===== src/rtl/flseq_pkg.sv =====
package flseq_pkg;
  localparam int FL_DW = 16;

  localparam logic [FL_DW-1:0] CMD_ERS_SETUP = 16'h0020;
  localparam logic [FL_DW-1:0] CMD_ERS_CONF  = 16'h00D0;
  localparam logic [FL_DW-1:0] CMD_CLR_STAT  = 16'h0050;
  localparam logic [FL_DW-1:0] CMD_PRG_SETUP = 16'h0040;
  localparam logic [FL_DW-1:0] CMD_SUSPEND   = 16'h00B0;
  localparam logic [FL_DW-1:0] CMD_READ_ARR  = 16'h00FF;

  typedef enum logic [2:0] {
    RC_OK      = 3'd0,
    RC_INVAL   = 3'd1,
    RC_PROT    = 3'd2,
    RC_TIMEOUT = 3'd3,
    RC_NOTERAS = 3'd4,
    RC_VOLT    = 3'd5,
    RC_DEVPROT = 3'd6,
    RC_PRGERR  = 3'd7
  } rc_e;

  typedef enum logic [3:0] {
    S_IDLE, S_ECHK, S_ESET, S_ECONF, S_POLL, S_WAIT, S_ECLR, S_ENRA,
    S_SUSP, S_FINRA, S_DONE, S_PRD, S_PCHK, S_PCLR, S_PSET, S_PDAT
  } st_e;
endpackage


===== src/rtl/flseq_timer.sv =====
module flseq_timer #(
  parameter int ERS_TO = 1000000,
  parameter int PRG_TO = 10000
) (
  input  logic clk,
  input  logic rst_n,
  input  logic clr,
  input  logic sel_ers,
  output logic expired
);
  localparam int MAXTO = (ERS_TO > PRG_TO) ? ERS_TO : PRG_TO;
  localparam int TW    = $clog2(MAXTO + 2);

  logic [TW-1:0] cnt;

  always_ff @(posedge clk) begin
    if (!rst_n || clr) cnt <= '0;
    else if (cnt != '1) cnt <= cnt + 1'b1;
  end

  assign expired = cnt >= (sel_ers ? TW'(ERS_TO) : TW'(PRG_TO));

  a_r10_clear_restarts: assert property (@(posedge clk) disable iff (!rst_n)
    clr |=> !expired);
  a_r10_stays_expired: assert property (@(posedge clk) disable iff (!rst_n)
    (expired && !clr && $stable(sel_ers)) |=> expired);
endmodule


===== src/rtl/flseq_range_prot.sv =====
module flseq_range_prot #(
  parameter int NSECT = 8,
  parameter int SW    = 3
) (
  input  logic [SW-1:0]    first,
  input  logic [SW-1:0]    last,
  input  logic [NSECT-1:0] prot_map,
  output logic             hit
);
  logic [NSECT-1:0] in_rng;

  for (genvar i = 0; i < NSECT; i++) begin : g_sec
    assign in_rng[i] = prot_map[i] && (SW'(i) >= first) && (SW'(i) <= last);
  end

  assign hit = |in_rng;
endmodule


===== src/rtl/flseq_stat_decode.sv =====
module flseq_stat_decode
  import flseq_pkg::*;
(
  input  logic [FL_DW-1:0] stat,
  output rc_e              code
);
  always_comb begin
    if (stat[3])      code = RC_VOLT;
    else if (stat[1]) code = RC_DEVPROT;
    else if (stat[4]) code = RC_PRGERR;
    else              code = RC_OK;
  end
endmodule


===== src/rtl/flseq_ctrl.sv =====
module flseq_ctrl
  import flseq_pkg::*;
#(
  parameter int AW         = 16,
  parameter int NSECT      = 8,
  parameter int SECT_SHIFT = 12,
  parameter int ERS_TO     = 1000000,
  parameter int PRG_TO     = 10000,
  localparam int SW        = (NSECT > 1) ? $clog2(NSECT) : 1
) (
  input  logic             clk,
  input  logic             rst_n,
  input  logic             req_valid,
  output logic             req_ready,
  input  logic             req_prog,
  input  logic [SW-1:0]    req_first,
  input  logic [SW-1:0]    req_last,
  input  logic [AW-1:0]    req_addr,
  input  logic [FL_DW-1:0] req_data,
  input  logic [NSECT-1:0] prot_map,
  output logic             busy,
  output logic             done,
  output logic [2:0]       result,
  output logic [AW-1:0]    fl_addr,
  output logic [FL_DW-1:0] fl_wdata,
  input  logic [FL_DW-1:0] fl_rdata,
  output logic             fl_we,
  output logic             fl_re
);
  st_e              st;
  rc_e              rc_q, dec_code;
  logic [SW-1:0]    cur_sec, last_sec;
  logic             is_prog, prot_hit, tmo, tmr_clr;
  logic [AW-1:0]    addr_q;
  logic [FL_DW-1:0] data_q;

  flseq_range_prot #(.NSECT(NSECT), .SW(SW)) u_prot (
    .first(cur_sec), .last(last_sec), .prot_map(prot_map), .hit(prot_hit));

  flseq_stat_decode u_dec (.stat(fl_rdata), .code(dec_code));

  assign tmr_clr = (st == S_ESET) || (st == S_PCLR);

  flseq_timer #(.ERS_TO(ERS_TO), .PRG_TO(PRG_TO)) u_tmr (
    .clk(clk), .rst_n(rst_n), .clr(tmr_clr), .sel_ers(!is_prog), .expired(tmo));

  function automatic logic [AW-1:0] sect_base(input logic [SW-1:0] s);
    return AW'(s) << SECT_SHIFT;
  endfunction

  always_ff @(posedge clk) begin
    if (!rst_n) begin
      st       <= S_IDLE;
      rc_q     <= RC_OK;
      cur_sec  <= '0;
      last_sec <= '0;
      is_prog  <= 1'b0;
      addr_q   <= '0;
      data_q   <= '0;
    end else begin
      case (st)
        S_IDLE: if (req_valid) begin
          is_prog  <= req_prog;
          cur_sec  <= req_first;
          last_sec <= req_last;
          addr_q   <= req_addr;
          data_q   <= req_data;
          st       <= req_prog ? S_PRD : S_ECHK;
        end
        S_ECHK: begin
          if (cur_sec > last_sec) begin
            rc_q <= RC_INVAL;
            st   <= S_DONE;
          end else if (prot_hit) begin
            rc_q <= RC_PROT;
            st   <= S_DONE;
          end else begin
            addr_q <= sect_base(cur_sec);
            st     <= S_ESET;
          end
        end
        S_ESET:  st <= S_ECONF;
        S_ECONF: st <= S_POLL;
        S_POLL:  st <= S_WAIT;
        S_WAIT: begin
          if (fl_rdata[7]) begin
            if (is_prog) begin
              rc_q <= dec_code;
              st   <= S_FINRA;
            end else begin
              st <= S_ECLR;
            end
          end else if (tmo) begin
            rc_q <= RC_TIMEOUT;
            st   <= S_SUSP;
          end else begin
            st <= S_POLL;
          end
        end
        S_ECLR: st <= S_ENRA;
        S_ENRA: begin
          if (cur_sec == last_sec) begin
            rc_q <= RC_OK;
            st   <= S_DONE;
          end else begin
            cur_sec <= cur_sec + 1'b1;
            addr_q  <= sect_base(cur_sec + 1'b1);
            st      <= S_ESET;
          end
        end
        S_SUSP:  st <= S_FINRA;
        S_FINRA: st <= S_DONE;
        S_DONE:  st <= S_IDLE;
        S_PRD:   st <= S_PCHK;
        S_PCHK: begin
          if ((fl_rdata & data_q) != data_q) begin
            rc_q <= RC_NOTERAS;
            st   <= S_DONE;
          end else begin
            st <= S_PCLR;
          end
        end
        S_PCLR: st <= S_PSET;
        S_PSET: st <= S_PDAT;
        S_PDAT: st <= S_POLL;
        default: st <= S_IDLE;
      endcase
    end
  end

  always_comb begin
    fl_we    = 1'b1;
    fl_re    = 1'b0;
    fl_wdata = '0;
    case (st)
      S_ESET:              fl_wdata = CMD_ERS_SETUP;
      S_ECONF:             fl_wdata = CMD_ERS_CONF;
      S_ECLR, S_PCLR:      fl_wdata = CMD_CLR_STAT;
      S_ENRA, S_FINRA:     fl_wdata = CMD_READ_ARR;
      S_SUSP:              fl_wdata = CMD_SUSPEND;
      S_PSET:              fl_wdata = CMD_PRG_SETUP;
      S_PDAT:              fl_wdata = data_q;
      S_POLL, S_PRD: begin fl_we = 1'b0; fl_re = 1'b1; end
      default:             fl_we = 1'b0;
    endcase
  end

  assign fl_addr   = addr_q;
  assign req_ready = (st == S_IDLE);
  assign busy      = (st != S_IDLE);
  assign done      = (st == S_DONE);
  assign result    = rc_q;

  a_r12_strobe_excl: assert property (@(posedge clk) disable iff (!rst_n)
    !(fl_we && fl_re));
  a_r11_done_single: assert property (@(posedge clk) disable iff (!rst_n)
    done |=> !done);
  a_r11_busy_held: assert property (@(posedge clk) disable iff (!rst_n)
    (busy && !done) |=> busy);
  a_r1_inval_direct: assert property (@(posedge clk) disable iff (!rst_n)
    (st == S_ECHK && cur_sec > last_sec) |=> (done && result == RC_INVAL && !fl_we));
  a_r8_timeout_ends_ra: assert property (@(posedge clk) disable iff (!rst_n)
    (done && result == RC_TIMEOUT) |-> ($past(fl_we) && $past(fl_wdata) == CMD_READ_ARR));
  a_r7_ok_ends_ra: assert property (@(posedge clk) disable iff (!rst_n)
    (done && result == RC_OK) |-> ($past(fl_we) && $past(fl_wdata) == CMD_READ_ARR));
endmodule


===== config.mk =====
export PLATFORM = sky130hd
export DESIGN_NAME = flseq_ctrl
export DESIGN_NICKNAME = d
export VERILOG_FILES = /design/src/rtl/flseq_pkg.sv /design/src/rtl/flseq_timer.sv /design/src/rtl/flseq_range_prot.sv /design/src/rtl/flseq_stat_decode.sv /design/src/rtl/flseq_ctrl.sv
export SDC_FILE = /design/constraint.sdc
export NUM_CORES = 1
export LEC_CHECK = 0
export ABC_AREA = 1
export BUFFER_PORTS_ARGS = -buffer_cell sky130_fd_sc_hd__buf_2
export CAP_MARGIN = 15
export CORE_UTILIZATION = 35
export DETAILED_ROUTE_END_ITERATION = 8
export GPL_ROUTABILITY_DRIVEN = 0
export PLACE_DENSITY = 0.56
export SYNTH_ARGS = -nofsm -noshare
export SYNTH_HDL_FRONTEND = slang
export SYNTH_SLANG_ARGS = --single-unit

===== constraint.sdc =====
create_clock -name clk -period 2.85 [get_ports clk]
set_clock_uncertainty 0.15 [all_clocks]
set_input_delay 0.57 -clock clk [delete_from_list [all_inputs] [get_ports clk]]
set_output_delay 0.57 -clock clk [all_outputs]
set_load 0.005 [all_outputs]

==> impl.org <==
** Drt
- The routed layout has about 4,100 vias.
- Wires add up to about 10,000 um.
- Count of unresolved DRC violations after routing :: 0
- Remaining antenna violation count after routing :: 0
- The detailed router finished its first iteration with approximately 240 violations.
- Vias/cell :: 4.79
- First drt pass iteration count :: 5
- Average wire length per cell after detail routing :: ~12 um

** Synth
- The most used flip-flop cell after synthesis is sky130_fd_sc_hd__dfxtp_1.
- Yosys mapped the design onto 36 distinct sky130hd cell types.
- Synthesized area :: 3990 um^2
- Nets in the synthesized netlist :: between 600 and 700
- The synthesized design contains 66 register bits.
- Largest cells by area after synthesis :: sky130_fd_sc_hd__dfxtp_1, sky130_fd_sc_hd__nand2_1, sky130_fd_sc_hd__nor2_1, sky130_fd_sc_hd__inv_1, sky130_fd_sc_hd__a21oi_1
- Post-synth top area cell :: sky130_fd_sc_hd__dfxtp_1
- In this run, synthesis inferred 0 flip-flops with an integrated enable.
- Share of synthesized area occupied by flip-flops and latches :: 33.1%
- During synthesis, Yosys emitted a total of 0 warnings.
- Avg Synthesized Cell Area :: approximately 6.5 um^2
- After technology mapping, the gate count stands at 611.
- Share of the synthesized area in the top cell type :: 33.1%
- Counting flops with an async set or reset pin after synthesis yields a share of 0%.

** Critical path
- In this run the worst path has a maximum fanout of 5.
- Kind of end point of the critical path :: output port
- Among all stages on the critical path, the largest delay is contributed by sky130_fd_sc_hd__dfxtp_1.
- Crit path DAT :: 1.85 ns
- STA classifies the critical path startpoint as a flop.
- Category of the most critical setup path :: reg2out
- For the worst setup path, the data required time is 2.13 ns.
- Critical Path, Cell by Cell :: inv_1 > nand2_1 > inv_1 > a21oi_1 > o21ai_0 > nor2_1 > nand3_1 > buf_2
- Counting stages on the worst path, the most repeated cell is sky130_fd_sc_hd__inv_1.
- On the worst path, the slowest cell contributes a delay of 0.37 ns.

** Layout
- The final layout contains 801 nets.
- Leaving out fill and tap cells, the most frequent cell in the layout is sky130_fd_sc_hd__nand2_1.
- Most frequent cells in the layout :: sky130_fd_sc_hd__nand2_1, sky130_fd_sc_hd__buf_2, sky130_fd_sc_hd__nor2_1, sky130_fd_sc_hd__inv_1, sky130_fd_sc_hd__dfxtp_1
- Cells with a size suffix above 1 make up between 20 and 25% of the layout.
- Diode insertion count for antenna repair :: 0
- Synthesis-to-finish area growth :: 25.5%

** Die
- Standard cell core area :: 11,000 um^2
- Std-Cell Rows :: 38
- Effective utilization at floorplan :: between 30% and 40%
- The die is ~110 um tall.
- Die area :: 11,800 um^2
- 106 I/O pins were placed.
- In this run the horizontal extent of the chip is 109 um.

** Global routing
- Global-route wire length before repair :: 17,300 um
- For this run, global-route usage on met2 was measured as 29.3%.
- Tot GR Track Use :: 18.6%
- Via count of the first global-routing pass :: 3,795
- For this run the aggregate overflow at the end of global routing stands at 0.
- Entering global routing, the biggest net connects 46 pins.
- For met3 alone, demand over resource in global routing was 4.60%.
- GR met1 Demand/Resource :: 24.8%
- Routing layer with the top usage in global route :: met2
- The initial antenna violation count is 0.

** STA
- Crit path setup slack, layout :: ~0.28 ns
- The number of hold violations in the final report came to 0.
- Max-slew violations :: 0
- On the final layout, the worst hold slack is 0.314 ns.
- FMAX :: 390 MHz
- Setup repair after global routing missed its margin :: false
- Final min period :: between 2 and 3 ns
- In this run the tightest slew margin relative to its limit is 56.0%.
- Post-route fraction of the period consumed by the critical path :: between 90% and 100%
- Setup total negative slack on the finished layout was measured at 0 ns.
- Setup violations remaining at the end of the flow were counted as 0.
- Slew at the pin closest to its max-slew limit :: around 0.65 ns

** CTS
- Clock transition at the register clock pins on the worst setup and hold paths after CTS :: ~0.060 ns
- The cell sitting at the root of the clock tree is a sky130_fd_sc_hd__clkbuf_16.
- The H-tree was split into 3 levels.
- TritonCTS built the clock tree.
- The later pin in the worst-skew pair is clocked with a latency of roughly 0.34 ns.
- Clock net sink count :: 66
- Number of gates resized after cts :: 0
- Hold buffer count at cts :: 0
- Counting the buffers created by CTS gives 9.
- Once the clock tree was built, the setup fixing pass inserted 0 buffers.
- Number of buffers on the longest clock path :: 2

** Hold path
- The min-delay analysis places its worst path in the category reg2reg.

** Placed design
- After legalization and detailed placement, the total HPWL measured approximately 7900 um.
- Timing analysis after detailed placement gives a worst setup slack of 0.485 ns.
- The count of buffers added on input and output ports is ~110.

** Job
- Max-cap violations in this run came to 0.

** Pwr
- Maximum resistive drop on vdd :: 0.000523 V
- Static leakage power :: 2.50 nW
- Pwr/cell area :: around 1000 nW/um^2

** Run status
- The run finished with clean final reports.
cells in the mapped netlist, types with 2 or more instances:
master and instances:
sky130_fd_sc_hd__xor2_1 5, sky130_fd_sc_hd__nand2_1 134, sky130_fd_sc_hd__nor2_2 11, sky130_fd_sc_hd__o22ai_1 6, sky130_fd_sc_hd__buf_1 2, sky130_fd_sc_hd__nand2_2 11, sky130_fd_sc_hd__nand4_1 5, sky130_fd_sc_hd__buf_6 2
sky130_fd_sc_hd__o211ai_1 3, sky130_fd_sc_hd__inv_2 2, sky130_fd_sc_hd__nand3_1 34, sky130_fd_sc_hd__buf_2 4, sky130_fd_sc_hd__or2_4 2, sky130_fd_sc_hd__a31oi_1 4, sky130_fd_sc_hd__nor2_1 94, sky130_fd_sc_hd__dfxtp_1 66
sky130_fd_sc_hd__ha_1 18, sky130_fd_sc_hd__xnor2_1 6, sky130_fd_sc_hd__a211oi_1 3, sky130_fd_sc_hd__inv_1 79, sky130_fd_sc_hd__a21oi_1 47, sky130_fd_sc_hd__nand3b_1 2, sky130_fd_sc_hd__clkbuf_1 8, sky130_fd_sc_hd__o21ai_0 45
sky130_fd_sc_hd__nor3_1 7
kinds of logic (layout without fill, tap and decap cells):
family	count (synthesis)	count (layout)	share of synthesized area (%)
adders and majority gates	18	18	5.64
AOI/OAI and AO/OA	115	115	16.1
DFF	66	66	33.1
muxes	1	1	0.564
buffers and inverters	97	208	9.63
and+or+nand+nor	303	303	32.6
xor gates and xnor gates	11	11	2.41
layer usage:
metal | routed length [um] | part of all wire, %
met1 | 5220 | 50
met2 | 4590 | 44
met3 | 532 | 5.1
met4 | 118 | 1.1
met5 | 0 | 0
worst paths after layout:
kind	start	endpoint	slack (ns)	cells after the start
max	st[3]	fl_we	0.28	8
min	data_q[7]	data_q[7]	0.31	2
max reg2reg	is_prog	result[1]	0.48	13
min reg2reg	data_q[7]	data_q[7]	0.31	2
report_power, final:
| group | internal [mW] | switching (mW) | leakage (nW) | total, mW |
|---|---|---|---|---|
| Clock | 0.879 | 0.425 | 0.165 | 1.30 |
| Combinational | 0.922 | 1.52 | 1.80 | 2.44 |
| Sequential | 1.20 | 0.190 | 0.542 | 1.39 |
| Total | 3.00 | 2.13 | 2.50 | 5.13 |
state kept, by name, summed over array words and instances (netlist names):
signal,cells
cur_sec,3
data_q,16
fl_addr,16
is_prog,1
last_sec,3
result,3
st,4
u_tmr.cnt,20
area by class of cell:
class	instances	area, um^2
Sequential cell	66	1320
Fill cell	1160	5970
Clock buffer	10	239
Inverter	81	304
Clock inverter	6	114
Tap cell	140	175
Timing Repair Buffer	111	571
Multi-Input combinational cell	448	2280
worst max-delay path, delay by kind of cell, from the launching register on:
family,cells,cell delay [ns]
flip-flops,1,0.37
AND/OR/NAND/NOR,3,0.46
buffers and inverters,3,0.35
AO/OA/AOI/OAI,2,0.33
stage by stage:
step	cell area, um^2	instances	utilization (%)	total power, mW
finish	5010	862	45.6	5.13
global route	5010	862	45.6	5.60
CTS	5010	862	45.6	5.19
detailed placement	4660	846	42.4	3.85
global placement	4660	846	42.4	3.81
floorplan	3990	611	-	3.25
(Power assumes the default switching activity.)
